==> config.mk <==
export PLATFORM = sky130hd
export DESIGN_NAME = alc_gain_ctrl
export DESIGN_NICKNAME = d
export VERILOG_FILES = /design/src/rtl/alc_pkg.sv /design/src/rtl/alc_curve.sv /design/src/rtl/alc_pacer.sv /design/src/rtl/alc_seq.sv /design/src/rtl/alc_gain_ctrl.sv
export SDC_FILE = /design/constraint.sdc
export NUM_CORES = 1
export LEC_CHECK = 0
export ABC_CLOCK_PERIOD_IN_PS = 23600
export CORE_UTILIZATION = 65
export CTS_CLUSTER_SIZE = 20
export DETAILED_ROUTE_END_ITERATION = 6
export DONT_BUFFER_PORTS = 1
export GPL_TIMING_DRIVEN = 0
export PLACE_DENSITY = 0.89
export SLEW_MARGIN = 20
export SYNTH_ARGS = -nofsm -noshare
export SYNTH_HDL_FRONTEND = slang
export SYNTH_SLANG_ARGS = --single-unit
==> constraint.sdc <==
create_clock -name clk -period 23.6 [get_ports clk]
set_input_delay 4.72 -clock clk [delete_from_list [all_inputs] [get_ports clk]]
set_output_delay 4.72 -clock clk [all_outputs]
set_load 0.05 [all_outputs]
==> src/rtl/alc_pkg.sv <==
package alc_pkg;

  typedef enum logic [1:0] {
    ST_IDLE    = 2'd0,
    ST_ATTACK  = 2'd1,
    ST_HOLD    = 2'd2,
    ST_RELEASE = 2'd3
  } alc_state_e;

  // floor(e/3) for 0..255 via (e+1)*85 >> 8, built from shifts and adds
  function automatic logic [7:0] third_of(input logic [7:0] e);
    logic [15:0] t;
    logic [15:0] s;
    t = {8'd0, e} + 16'd1;
    s = (t << 6) + (t << 4) + (t << 2) + t;
    return s[15:8];
  endfunction

  // required reduction for an excess on the selected curve
  function automatic logic [7:0] shape_reduce(input logic [7:0] e, input logic [1:0] sel);
    logic [7:0] r;
    case (sel)
      2'b00:   r = third_of(e);
      2'b01:   r = e >> 1;
      2'b10:   r = e - third_of(e);
      default: r = e;
    endcase
    return r;
  endfunction

  function automatic int max3(input int a, input int b, input int c);
    int m;
    m = (a > b) ? a : b;
    return (m > c) ? m : c;
  endfunction

endpackage

==> src/rtl/alc_curve.sv <==
module alc_curve
  import alc_pkg::*;
#(
  parameter int GR_MAX = 80,
  parameter int GR_W   = 7
) (
  input  logic signed [7:0]  level,
  input  logic [1:0]         sel,
  output logic [GR_W-1:0]    target,
  output logic               over_thr
);

  logic [7:0] excess;
  logic [7:0] raw;

  always_comb begin
    over_thr = (level > 8'sd0);
    excess   = over_thr ? level : 8'd0;
    raw      = shape_reduce(excess, sel);
    target   = (raw > 8'(GR_MAX)) ? GR_W'(GR_MAX) : GR_W'(raw);
  end

endmodule

==> src/rtl/alc_pacer.sv <==
module alc_pacer #(
  parameter int CNT_W = 8
) (
  input  logic             clk,
  input  logic             rst_n,
  input  logic             clr,
  input  logic             run,
  input  logic             tick,
  input  logic [CNT_W-1:0] limit,
  output logic             done
);

  logic [CNT_W-1:0] cnt_q;

  assign done = run && tick && (cnt_q == limit - CNT_W'(1));

  always_ff @(posedge clk or negedge rst_n) begin
    if (!rst_n)          cnt_q <= '0;
    else if (clr || !run) cnt_q <= '0;
    else if (done)       cnt_q <= '0;
    else if (tick)       cnt_q <= cnt_q + CNT_W'(1);
  end

  // a missing tick freezes the count unless it is being cleared
  p_cnt_frozen_r9: assert property (@(posedge clk) disable iff (!rst_n)
    (!tick && !clr && run) |=> (cnt_q == $past(cnt_q)));

endmodule

==> src/rtl/alc_seq.sv <==
module alc_seq
  import alc_pkg::*;
#(
  parameter int GR_W       = 7,
  parameter int CNT_W      = 19,
  parameter int HOLD_TICKS = 105000
) (
  input  logic             clk,
  input  logic             rst_n,
  input  logic             tick,
  input  logic [GR_W-1:0]  target,
  input  logic             over_thr,
  input  logic [CNT_W-1:0] atk_lim,
  input  logic [CNT_W-1:0] rel_lim,
  output logic [GR_W-1:0]  gr,
  output alc_state_e       state
);

  localparam logic [GR_W-1:0]  GR_ONE   = GR_W'(1);
  localparam logic [CNT_W-1:0] HOLD_LIM = CNT_W'(HOLD_TICKS);

  alc_state_e      state_q, state_nx;
  logic [GR_W-1:0] gr_q, gr_nx;

  // named events for the assertions
  logic            want_up;
  logic            step_done;
  logic            hold_done;
  logic            step_clr;
  logic            hold_clr;
  logic            step_run;
  logic            hold_run;
  logic [CNT_W-1:0] step_lim;

  assign want_up  = (target > gr_q);
  assign step_run = (state_q == ST_ATTACK) || (state_q == ST_RELEASE);
  assign hold_run = (state_q == ST_HOLD);
  assign step_lim = (state_q == ST_ATTACK) ? atk_lim : rel_lim;

  always_comb begin
    state_nx = state_q;
    gr_nx    = gr_q;
    hold_clr = 1'b0;
    case (state_q)
      ST_IDLE: begin
        if (want_up) state_nx = ST_ATTACK;
      end
      ST_ATTACK: begin
        if (!want_up)       state_nx = (gr_q == '0) ? ST_IDLE : ST_HOLD;
        else if (step_done) gr_nx = gr_q + GR_ONE;
      end
      ST_HOLD: begin
        if (want_up)        state_nx = ST_ATTACK;
        else if (over_thr)  hold_clr = 1'b1;
        else if (hold_done) state_nx = ST_RELEASE;
      end
      default: begin
        if (want_up)       state_nx = ST_ATTACK;
        else if (over_thr) state_nx = ST_HOLD;
        else if (step_done) begin
          gr_nx = gr_q - GR_ONE;
          if (gr_q == GR_ONE) state_nx = ST_IDLE;
        end
      end
    endcase
  end

  assign step_clr = (state_nx != state_q);

  alc_pacer #(.CNT_W(CNT_W)) u_step (
    .clk   (clk),
    .rst_n (rst_n),
    .clr   (step_clr),
    .run   (step_run),
    .tick  (tick),
    .limit (step_lim),
    .done  (step_done)
  );

  alc_pacer #(.CNT_W(CNT_W)) u_hold (
    .clk   (clk),
    .rst_n (rst_n),
    .clr   (hold_clr || step_clr),
    .run   (hold_run),
    .tick  (tick),
    .limit (HOLD_LIM),
    .done  (hold_done)
  );

  always_ff @(posedge clk or negedge rst_n) begin
    if (!rst_n) begin
      state_q <= ST_IDLE;
      gr_q    <= '0;
    end else begin
      state_q <= state_nx;
      gr_q    <= gr_nx;
    end
  end

  assign gr    = gr_q;
  assign state = state_q;

  p_rise_in_attack_r5: assert property (@(posedge clk) disable iff (!rst_n)
    (gr_q > $past(gr_q)) |-> ($past(state_q) == ST_ATTACK));

  p_fall_in_release_r6: assert property (@(posedge clk) disable iff (!rst_n)
    (gr_q < $past(gr_q)) |-> ($past(state_q) == ST_RELEASE));

  p_unit_step_r5: assert property (@(posedge clk) disable iff (!rst_n)
    (gr_q != $past(gr_q)) |-> ((gr_q == $past(gr_q) + GR_ONE) || (gr_q + GR_ONE == $past(gr_q))));

  p_no_tick_no_move_r9: assert property (@(posedge clk) disable iff (!rst_n)
    !tick |=> $stable(gr_q));

  p_idle_means_zero_r6: assert property (@(posedge clk) disable iff (!rst_n)
    (state_q == ST_IDLE) |-> (gr_q == '0));

  p_release_after_hold_r7: assert property (@(posedge clk) disable iff (!rst_n)
    $rose(state_q == ST_RELEASE) |-> ($past(state_q) == ST_HOLD));

endmodule

==> src/rtl/alc_gain_ctrl.sv <==
module alc_gain_ctrl
  import alc_pkg::*;
#(
  parameter int GR_MAX     = 80,
  parameter int ATK_BASE   = 32,
  parameter int REL_BASE   = 4000,
  parameter int HOLD_TICKS = 105000,
  localparam int GR_W      = $clog2(GR_MAX + 1)
) (
  input  logic                clk,
  input  logic                rst_n,
  input  logic                tick_us,
  input  logic                lvl_valid,
  input  logic signed [7:0]   lvl_db,
  input  logic [2:0]          atk_code,
  input  logic [2:0]          rel_code,
  input  logic [1:0]          curve_sel,
  output logic [GR_W-1:0]     gain_red,
  output logic                in_attack,
  output logic                in_hold,
  output logic                in_release
);

  localparam int LONGEST = max3(ATK_BASE << 7, REL_BASE << 7, HOLD_TICKS);
  localparam int CNT_W   = $clog2(LONGEST + 1);

  logic signed [7:0] lvl_q;
  logic [GR_W-1:0]   target;
  logic              over_thr;
  logic [CNT_W-1:0]  atk_lim;
  logic [CNT_W-1:0]  rel_lim;
  alc_state_e        state;

  always_ff @(posedge clk or negedge rst_n) begin
    if (!rst_n)         lvl_q <= '0;
    else if (lvl_valid) lvl_q <= lvl_db;
  end

  assign atk_lim = CNT_W'(ATK_BASE) << atk_code;
  assign rel_lim = CNT_W'(REL_BASE) << rel_code;

  alc_curve #(.GR_MAX(GR_MAX), .GR_W(GR_W)) u_curve (
    .level    (lvl_q),
    .sel      (curve_sel),
    .target   (target),
    .over_thr (over_thr)
  );

  alc_seq #(.GR_W(GR_W), .CNT_W(CNT_W), .HOLD_TICKS(HOLD_TICKS)) u_seq (
    .clk      (clk),
    .rst_n    (rst_n),
    .tick     (tick_us),
    .target   (target),
    .over_thr (over_thr),
    .atk_lim  (atk_lim),
    .rel_lim  (rel_lim),
    .gr       (gain_red),
    .state    (state)
  );

  assign in_attack  = (state == ST_ATTACK);
  assign in_hold    = (state == ST_HOLD);
  assign in_release = (state == ST_RELEASE);

  p_gain_bounded_r4: assert property (@(posedge clk) disable iff (!rst_n)
    gain_red <= GR_W'(GR_MAX));

  p_flags_exclusive_r11: assert property (@(posedge clk) disable iff (!rst_n)
    $onehot0({in_attack, in_hold, in_release}));

  p_quiet_level_r3: assert property (@(posedge clk) disable iff (!rst_n)
    (lvl_q <= 8'sd0) |-> (target == '0));

  p_level_held_r10: assert property (@(posedge clk) disable iff (!rst_n)
    !lvl_valid |=> $stable(lvl_q));

endmodule

== After elaboration in Yosys (flattened, before gate mapping) ==
Cells that the tools add are included.
Word-level totals
  logic and storage cells: 80
  output and inout bits: 10
  register bits: 55
  input port bits: 20
Cells by class
  reductions and logical operators: 17
  add/subtract/negate cells: 10
  bitwise operators: 1
  mux-type cells: 30
  equal/unequal tests: 12
  $lt $le $gt $ge: 3
  shift-type cells: 2
Operators by type and width (count)
  $mux W19: 7
  $add A16 B16 Y16: 3
  $mux W7: 6
  $add A19 B1 Y19 const B: 2
  $pmux W8 S3: 1
  $mux W2: 10
  $eq A19 B17 Y1 const B: 1
  $eq A19 B19 Y1: 1
  $shl A12 B3 Y19 const A: 1
  $shl A6 B3 Y19 const A: 1
  $sub A19 B1 Y19 const B: 1
  $pmux W7 S2: 1
  $add A8 B1 Y9 const B: 1
  $gt A8 B1 Y1 const B: 1
  $gt A8 B7 Y1 const B: 1
  $mux W8: 1
  $sub A8 B8 Y8: 1
  $add A7 B1 Y7 const B: 1
  $eq A7 B1 Y1 const B: 1
  $gt A7 B7 Y1: 1
  $logic_not A7 Y1: 1
  $sub A7 B1 Y7 const B: 1
  $eq A2 B2 Y1 const B: 3
  $pmux W2 S3: 1
  other kinds (13): 26

== Depth between registers and ports, before layout ==
Gate-level depths: netlist of the first run.
  word-level depth: 17
  gate-level depth with buffers: 36
  gate-level depth less buffers: 34

== By module ==
Synthesis of the first run repeated with hierarchy kept, for this count alone.
Unflattened totals
  cell total of the unflattened synthesis: 812
  area, all modules: 6581.3 um^2
By module, submodules not included
  alc_pacer: cells each 204, area each 1697.9 um^2, instances 2, sequential area each 475.5 um^2
  alc_curve: cells each 192, area each 1536.5 um^2, instances 1, sequential area each 0.0 um^2
  alc_seq: cells each 165, area each 1122.3 um^2, instances 1, sequential area each 225.2 um^2
  alc_gain_ctrl: cells each 47, area each 526.8 um^2, instances 1, sequential area each 200.2 um^2

== Worst setup path after synthesis of the first run ==
No wires, ideal clock.
  path type: input -> register
  start point: input curve_sel[0]
  end point: register u_seq.gr_q[1], in the netlist u_seq.gr[1]
  arrival: 7.721 ns
  path slack: 15.799 ns
  stages: 13
  setup time: 0.080 ns
  path through: clkbuf_1 -> inv_1 -> o31a_1 -> a211o_1 -> a211o_1 -> ha_1 -> nand4_1 -> nor2_1 -> a21oi_1 -> a21boi_0 -> mux2_2 -> nor3_1 -> mux2i_1
Between the ends
  cells in the longest elaborated chain, start to end: 7
Ends and longest elaborated chain
  start: declaration: RTL line alc_gain_ctrl.sv:17  | input logic [1:0] curve_sel,
  $eq A2 B2 Y1 (tied with other cells): RTL line alc_pkg.sv:22  | case (sel)
  $pmux W8 S3 (*): RTL line alc_pkg.sv:22
  $gt A8 B7 Y1: RTL line alc_curve.sv:20  | target = (raw > 8'(GR_MAX)) ? GR_W'(GR_MAX) : GR_W'(raw);
  $mux W7 (*): RTL line alc_curve.sv:20
  $gt A7 B7 Y1 (*): RTL line alc_seq.sv:35  | assign want_up = (target > gr_q);
  $ne A2 B1 Y1 (no line) / $ne A2 B2 Y1 (equally long branches)
  $reduce_and A5 Y1 (no line) (*)
  end signal: assignment: RTL line alc_seq.sv:96  | gr_q <= gr_nx;
  end: declaration: RTL line alc_seq.sv:23  | logic [GR_W-1:0] gr_q, gr_nx;
Mark *: on every way between the ends. The rest lies on a longest branch, timed or not.
A chain may end at the register's enable or synchronous reset.

== Final worst setup path of the first run ==
  start point: register lvl_q[7]
  end point: register u_seq.u_hold.cnt_q[13]
Between the ends
  cells in the longest elaborated chain, start to end: 17
Ends and longest elaborated chain
  start: declaration: RTL line alc_gain_ctrl.sv:27  | logic signed [7:0] lvl_q;
  start signal: assignment: RTL line alc_gain_ctrl.sv:36  | else if (lvl_valid) lvl_q <= lvl_db;
  $gt A8 B1 Y1: RTL line alc_curve.sv:17  | over_thr = (level > 8'sd0);
  $mux W8: RTL line alc_curve.sv:18  | excess = over_thr ? level : 8'd0;
  $add A8 B1 Y9: RTL line alc_pkg.sv:14  | t = {8'd0, e} + 16'd1;
  $add A16 B16 Y16 (3 in series): RTL line alc_pkg.sv:15  | s = (t << 6) + (t << 4) + (t << 2) + t;
  $sub A8 B8 Y8: RTL line alc_pkg.sv:25  | 2'b10: r = e - third_of(e);
  $pmux W8 S3: RTL line alc_pkg.sv:22
  $gt A8 B7 Y1: RTL line alc_curve.sv:20
  $mux W7: RTL line alc_curve.sv:20
  $gt A7 B7 Y1: RTL line alc_seq.sv:35
  $mux W2, on equally long branches
  $pmux W2 S3: RTL line alc_seq.sv:44  | case (state_q)
  $ne A2 B2 Y1: RTL line alc_seq.sv:68  | assign step_clr = (state_nx != state_q);
  $logic_or A1 B1 Y1 (*): RTL line alc_seq.sv:83  | .clr (hold_clr || step_clr),
  $logic_or A1 B1 Y1 (*): RTL line alc_pacer.sv:19  | else if (clr || !run) cnt_q <= '0;
  $reduce_bool A3 Y1 (no line) / $mux W19 (equally long branches)
  end signal: assignment: RTL line alc_pacer.sv:21  | else if (tick) cnt_q <= cnt_q + CNT_W'(1);
  end: declaration: RTL line alc_pacer.sv:13  | logic [CNT_W-1:0] cnt_q;
Marked as above.

==> results.sh, run 1 <==
export IMPL_run_status="finished clean"
export IMPL_cts_buffer_depth=2
export IMPL_port_buffers=0
export IMPL_postSynthRegisterBits=55
export IMPL_die_width_um=90.4
export IMPL_postLayoutCoreUtil_pct=71.8
export IMPL_post_route_cell_area_mm2=0.00532
export IMPL_tritoncts_num_buffers=5
export IMPL_synth_edff_count=0
export IMPL_worstPathArrival_ns=9.03
export IMPL_core_footprint_mm2=0.00741
export IMPL_dieHeight_um=90.4
export IMPL_power_density_mw_per_mm2=59.1
export IMPL_yosys_warnings=0
export IMPL_timing_critical_path_required_ns=23.80
export IMPL_synth_top_cells_by_area="sky130_fd_sc_hd__dfrtp_1, sky130_fd_sc_hd__ha_1, sky130_fd_sc_hd__xor2_1"
export IMPL_first_global_vias=4367
export IMPL_most_common_cell_on_crit_path="sky130_fd_sc_hd__ha_1"
export IMPL_yosysSeqAreaShare_pct=27.1
export IMPL_internal_power_uw=189
export IMPL_clkLatencyLatePin_ns=0.32
export IMPL_postRouteWirelength_mm=11.5
export IMPL_clkSinkCount=55
export IMPL_floorplan_initialDensity_pct=68.6
export IMPL_final_common_cell="sky130_fd_sc_hd__dfrtp_1"
export IMPL_global_route_usage_sum_pct=29.3
export IMPL_cap_viol_max_count=0
export IMPL_post_synthesis_cell_count=589
export IMPL_synth_ff_type="sky130_fd_sc_hd__dfrtp_1"
export IMPL_dpl_cell_area_mm2=0.00522
export IMPL_fin_tns_setup_ns=0
export IMPL_async_reset_ff_share_pct=100
export IMPL_r2r_setup_slack_ns=14.76
export IMPL_drv_slew=0
export IMPL_grt_remaining_overflow=0
export IMPL_critPathSlowestCell="sky130_fd_sc_hd__a21boi_0"
export IMPL_syn_area_mm2=0.00508
export IMPL_grt_first_pass_wirelength_mm=19.8
export IMPL_grt_start_max_net_pins=56
export IMPL_synth_cell_types=75
export IMPL_cts_hold_buf=0
export IMPL_power_switching_uw=126
export IMPL_postCtsSetupRepairBufs=0
export IMPL_pre_cts_slack_ns=14.91
export IMPL_slew_limit_headroom_pct=42.9
export IMPL_pwr_share_clk_pct=17.6
export IMPL_gr_usage_met2_pct=50.3
export IMPL_crit_path_end_kind="register"
export IMPL_cts_reportedPaths_clkPinSlew_ns=0.11
export IMPL_post_synth_top_area_fraction_pct=27.1
export IMPL_route_vias_total=4380
export IMPL_timing_hold_ws_ns=0.561
export IMPL_worst_setup_path_type="register to register"
export IMPL_use_met1_pct=38.5
export IMPL_worst_slew_pin_slew_ns=0.852
export IMPL_yosysTopAreaCell="sky130_fd_sc_hd__dfrtp_1"
export IMPL_maximum_achievable_frequency_mhz=113
export IMPL_post_drt_via_cell_ratio=6.26
export IMPL_hold_violations=0
export IMPL_routabilityCongestion=0.964
export IMPL_worst_clock_skew_ns=0.00866
export IMPL_globalRoute_busiestLayer="met2"
export IMPL_fin_crit_sh_pct=37.4
export IMPL_n_antenna_cell=0
export IMPL_cts_root_buffer_cell="sky130_fd_sc_hd__clkbuf_8"
export IMPL_finalCriticalPeriod_ns=8.84
export IMPL_share_of_layout_cells_above_drive_strength_1_pct=7.99
export IMPL_setup_viol=0
export IMPL_dpl_hpwl_mm=8.85
export IMPL_post_synth_cell_area_avg_um2=8.63
export IMPL_initialDrtViolationCount=343
export IMPL_design_die_area_mm2=0.00818
export IMPL_gr_usage_met3_pct=4.21
export IMPL_crit_fanout=10
export IMPL_firstDrtPassIters=4
export IMPL_peak_vdd_ir_uv=34.7
export IMPL_p_sw_share_pct=40.0
export IMPL_unrepaired_setup_endpoints_after_global_routing="no"
export IMPL_nets=670
export IMPL_cts_resized_gates=0
export IMPL_drc=0
export IMPL_antenna_violations_before_repair=0
export IMPL_start_kind="register"
export IMPL_synthToLayoutAreaGrowth_pct=4.70
export IMPL_pwr_share_seq_pct=31.5
export IMPL_post_drt_wl_per_cell_um=16.4
export IMPL_cts_tree="done"
export IMPL_io_pins=30
export IMPL_hp_class="register to register"
export IMPL_ant_nets=0
export IMPL_num_rows=31
export IMPL_cellLeakagePower_nw=2.37
export IMPL_layout_setup_ws_ns=14.76
export IMPL_layout_common_cells="sky130_fd_sc_hd__dfrtp_1, sky130_fd_sc_hd__nor2_1, sky130_fd_sc_hd__ha_1"
export IMPL_comb_power_share_pct=50.9
export IMPL_cts_max_level=2
export IMPL_max_stage_delay_ns=0.66
## final timing paths
path,start,to,depth (start not counted)
max in group asynchronous,rst_n,lvl_q[1]$_DFFE_PN0P_,0
min in group asynchronous,rst_n,u_seq.gr[1]$_DFFE_PN0P_,0
setup / recovery,lvl_q[7]$_DFFE_PN0P_,u_seq.u_hold.cnt_q[13]$_DFFE_PN0P_,35
hold reg to reg,u_seq.u_hold.cnt_q[18]$_DFFE_PN0P_,u_seq.u_hold.cnt_q[18]$_DFFE_PN0P_,2
setup reg to reg,lvl_q[7]$_DFFE_PN0P_,u_seq.u_hold.cnt_q[13]$_DFFE_PN0P_,35
hold / removal,u_seq.u_hold.cnt_q[18]$_DFFE_PN0P_,u_seq.u_hold.cnt_q[18]$_DFFE_PN0P_,2
## area by class of cell
cell class	instances	area (um^2)
inverter	30	113
buffer	21	98.8
sequential	55	1380
clock buffer	5	68.8
fill	553	2090
multi-input combinational	487	3510
clock inverter	3	28.8
tap	99	124
## Yosys cell counts, drive strengths merged (5+ instances only)
library cell,count
a21o,11
fa,5
nor3b,5
o21ai,13
dfrtp,55
nor4,9
a211oi,5
o21a,5
mux2i,6
o211ai,10
nand2,43
and3,10
a21oi,18
nand3,24
inv,30
nor2b,9
buf,9
mux2,12
and2,6
or2,9
clkbuf,12
xnor2,31
xor2,37
ha,45
nor2,47
nor3,38
nand2b,6
a31oi,5
nand4,18
## registers in the layout, indices dropped and copies added, names as in the netlist
name / flops
lvl_q: 8
u_seq.gr: 7
u_seq.state: 2
u_seq.u_hold.cnt_q: 19
u_seq.u_step.cnt_q: 19
## critical path: cells and delay by family, from the launching register on
family	cells	cell delay, ns
mux	1	0.36
fa+ha+maj	6	1.73
buf+inv	5	1.19
compound gates	9	2.39
flops	1	0.37
simple gates	12	2.37
xor+xnor	2	0.33
## logic make-up after synthesis
logic type                 synth area share, %
adders and majority gates                 13.2
DFF                                       27.1
and+or+nand+nor                           25.6
xor gates and xnor gates                  11.7
muxes                                     3.84
other                                   0.0738
AOI/OAI and AO/OA                         14.3
buffers and inverters                     4.16
## metal layers
layer,vias up,part of all wire [%]
met2,132,50
met3,12,5.1
li1,2142,-
met4,0,1.1
met1,2094,44
met5,-,0
## stage by stage
step / instances / power, mW
3_3_place_gp: 692 / 0.248
6_report: 700 / 0.314
3_5_place_dp: 692 / 0.257
5_1_grt: 700 / 0.338
4_1_cts: 700 / 0.313
2_1_floorplan: 593 / 0.226
## power by group through the flow
stage          registers (mW)  clock network [mW]  logic, mW
6_report               0.0989              0.0554      0.160
5_1_grt                0.0993              0.0597      0.179
4_1_cts                0.0988              0.0569      0.157
3_5_place_dp            0.101                   0      0.156
3_3_place_gp            0.101                   0      0.147
2_1_floorplan           0.100                   0      0.126
(Power assumes the default switching activity.)
==> inputs of run 2 (changes only) <==
ABC_CLOCK_PERIOD_IN_PS = 7650   (was 23600)
CORE_UTILIZATION = 59   (was 65)
PLACE_DENSITY = 0.86   (was 0.89)
clock period = 7.65 ns   (was 23.6 ns; I/O delays follow)
==> run 2 against run 1 <==
- maximum frequency up 20%
- total power rose to 3.3 times the previous value
- critical path depth down 3
- sequential share of layout area down 1.3 points
- worst setup slack worse by 15 ns
- combinational power rose to 3.3 times the previous value
- count of clock-buffer cells in the layout up 1
- register-to-register slack worse by 15 ns
- critical path type unchanged
==> results.sh, run 2 (synthesis gave the netlist of run 1 again) <==
export IMPL_slew_limit_headroom_pct=7.39
export IMPL_peak_vdd_ir_uv=98.9
export IMPL_die_width_um=94.8
export IMPL_multi_input_area_mm2=0.00370
export IMPL_firstDrtPassIters=5
export IMPL_worstReg2RegEnd="u_seq.gr[1]$_DFFE_PN0P_"
export IMPL_post_route_cell_area_mm2=0.00561
export IMPL_design_die_area_mm2=0.00899
export IMPL_highest_metal_layer_with_signal_wires="met4"
export IMPL_core_footprint_mm2=0.00826
export IMPL_hold_violations=0
export IMPL_drv_slew=0
export IMPL_most_common_cell_on_crit_path="sky130_fd_sc_hd__ha_1"
export IMPL_hold_path_cell_count=2
export IMPL_floorplan_initialDensity_pct=61.6
export IMPL_num_rows=33
export IMPL_start_kind="register"
export IMPL_post_drt_wl_per_cell_um=16.0
export IMPL_timing_hold_ws_ns=0.558
export IMPL_grt_start_max_net_pins=56
export IMPL_wl_met3_um=585
export IMPL_finalCriticalPeriod_ns=7.40
export IMPL_tritoncts_num_buffers=5
export IMPL_clkSinkCount=55
export IMPL_cts_hold_buf=0
export IMPL_grt_remaining_overflow=0
export IMPL_initialDrtViolationCount=239
export IMPL_met2WireLength_mm=5.72
export IMPL_pre_cts_slack_ns=-0.848
export IMPL_max_stage_delay_ns=0.51
export IMPL_reg2reg_depth=32
export IMPL_number_of_filler_cells_placed_in_the_layout=629
export IMPL_worst_hold_path_endpoint="u_seq.u_hold.cnt_q[1]$_DFFE_PN0P_"
export IMPL_routedLengthMet1_mm=4.96
export IMPL_dieHeight_um=94.8
export IMPL_antenna_violations_before_repair=0
export IMPL_cts_root_buffer_cell="sky130_fd_sc_hd__clkbuf_8"
export IMPL_hold_path_startpoint="u_seq.u_hold.cnt_q[1]$_DFFE_PN0P_"
export IMPL_cts_max_level=2
export IMPL_maximum_achievable_frequency_mhz=135
export IMPL_timing_critical_path_required_ns=7.90
export IMPL_postLayoutCoreUtil_pct=68.0
export IMPL_cts_tree="done"
export IMPL_layout_setup_ws_ns=0.255
export IMPL_power_density_mw_per_mm2=185
export IMPL_run_status="finished clean"
export IMPL_r2r_setup_slack_ns=0.25
export IMPL_grt_first_pass_wirelength_mm=18.8
export IMPL_final_common_cell="sky130_fd_sc_hd__dfrtp_1"
export IMPL_worst_slew_pin_slew_ns=1.38
export IMPL_n_antenna_cell=0
export IMPL_share_of_layout_cells_above_drive_strength_1_pct=14.3
export IMPL_worstPathArrival_ns=7.64
export IMPL_global_route_usage_sum_pct=26.3
export IMPL_routabilityCongestion=0.978
export IMPL_hp_class="register to register"
export IMPL_route_vias_total=4392
export IMPL_dpl_hpwl_mm=8.56
export IMPL_dpl_cell_area_mm2=0.00523
export IMPL_port_buffers=0
export IMPL_synthToLayoutAreaGrowth_pct=10.4
export IMPL_reg_top3="u_seq.u_hold.cnt_q x19, u_seq.u_step.cnt_q x19, lvl_q x8"
export IMPL_post_drt_via_cell_ratio=6.16
export IMPL_clkLatencyLatePin_ns=0.31
export IMPL_worst_clock_skew_ns=0.0100
export IMPL_startpoint_of_the_most_critical_register_to_register_path="lvl_q[7]$_DFFE_PN0P_"
export IMPL_nets=677
export IMPL_critPathSlowestCell="sky130_fd_sc_hd__fa_1"
export IMPL_reg_area_mm2=0.00138
export IMPL_drc=0
export IMPL_first_global_vias=4242
export IMPL_cts_reportedPaths_clkPinSlew_ns=0.10
export IMPL_crit_path_end_kind="register"
export IMPL_fin_crit_sh_pct=96.7
export IMPL_io_pins=30
export IMPL_worst_setup_path_type="register to register"
export IMPL_layout_common_cells="sky130_fd_sc_hd__dfrtp_1, sky130_fd_sc_hd__nor2_1, sky130_fd_sc_hd__ha_1"
export IMPL_postRouteWirelength_mm=11.4
export IMPL_cap_viol_max_count=0
export IMPL_crit_fanout=7
export IMPL_cts_buffer_depth=2
export IMPL_cellLeakagePower_nw=2.48
export IMPL_ant_nets=0
export IMPL_setup_viol=0
[run 2: worst max-delay path, delay by kind of cell (launching register included)]
family / cells / cell delay, ns
xor+xnor: 2 / 0.27
fa+ha+maj: 6 / 1.76
compound gates: 9 / 1.89
flops: 1 / 0.45
mux: 3 / 0.97
buf+inv: 1 / 0.08
simple gates: 11 / 1.91
[run 2: what timing repair did]
| action | CTS | global route |
|---|---|---|
| resized for setup | 25 | 20 |
| endpoints found under the setup margin | 46 | 45 |
| buffers inserted | 3 | 6 |
| pin swaps | 1 | 8 |
| hold endpoints to repair | 0 | 0 |
[run 2: cell type report]
class | count | share of cell area, %
inverters | 30 | 2.01
well taps | 105 | 2.34
clock inverters | 2 | 0.691
multi-input cells | 487 | 66.0
flip-flops and latches | 55 | 24.5
repair buffers | 9 | 1.20
clock buffers | 6 | 1.47
plain buffers | 19 | 1.76
[run 2: report_power, final]
part | switching [mW] | leakage (nW) | internal (mW)
registers | 0.00894 | 0.706 | 0.298
clock network | 0.0951 | 0.0618 | 0.108
logic | 0.289 | 1.71 | 0.242
[run 2: through the flow]
stage | TNS, ns | instances | total power [mW]
after floorplan | 0 | 593 | 0.697
after global placement | -21.06 | 698 | 0.762
after detailed placement | -29.11 | 698 | 0.785
after CTS | -0.0766 | 707 | 1.01
after global routing | -0.235 | 713 | 1.12
final | 0 | 713 | 1.04
[run 2: how the worst max path moves through the flow]
stage / slack (ns) / startpoint / end
6_report: 0.25 / lvl_q[7]$_DFFE_PN0P_ / u_seq.gr[1]$_DFFE_PN0P_
3_5_place_dp: -0.85 / lvl_q[7]$_DFFE_PN0P_ / u_seq.u_hold.cnt_q[12]$_DFFE_PN0P_
4_1_cts: -0.03 / lvl_q[7]$_DFFE_PN0P_ / u_seq.gr[2]$_DFFE_PN0P_
5_1_grt: -0.1 / lvl_q[1]$_DFFE_PN0P_ / u_seq.gr[1]$_DFFE_PN0P_
3_3_place_gp: -0.68 / lvl_q[7]$_DFFE_PN0P_ / u_seq.u_hold.cnt_q[8]$_DFFE_PN0P_
2_1_floorplan: 0.12 / lvl_q[7]$_DFFE_PN0P_ / u_seq.gr[1]$_DFFE_PN0P_
[run 2: layer usage]
metal  vias up  GRT usage (%)
li1       2159              -
met1      2098           33.4
met2       115           46.6
met3        20           3.46
met4         0           7.45
met5         -              0
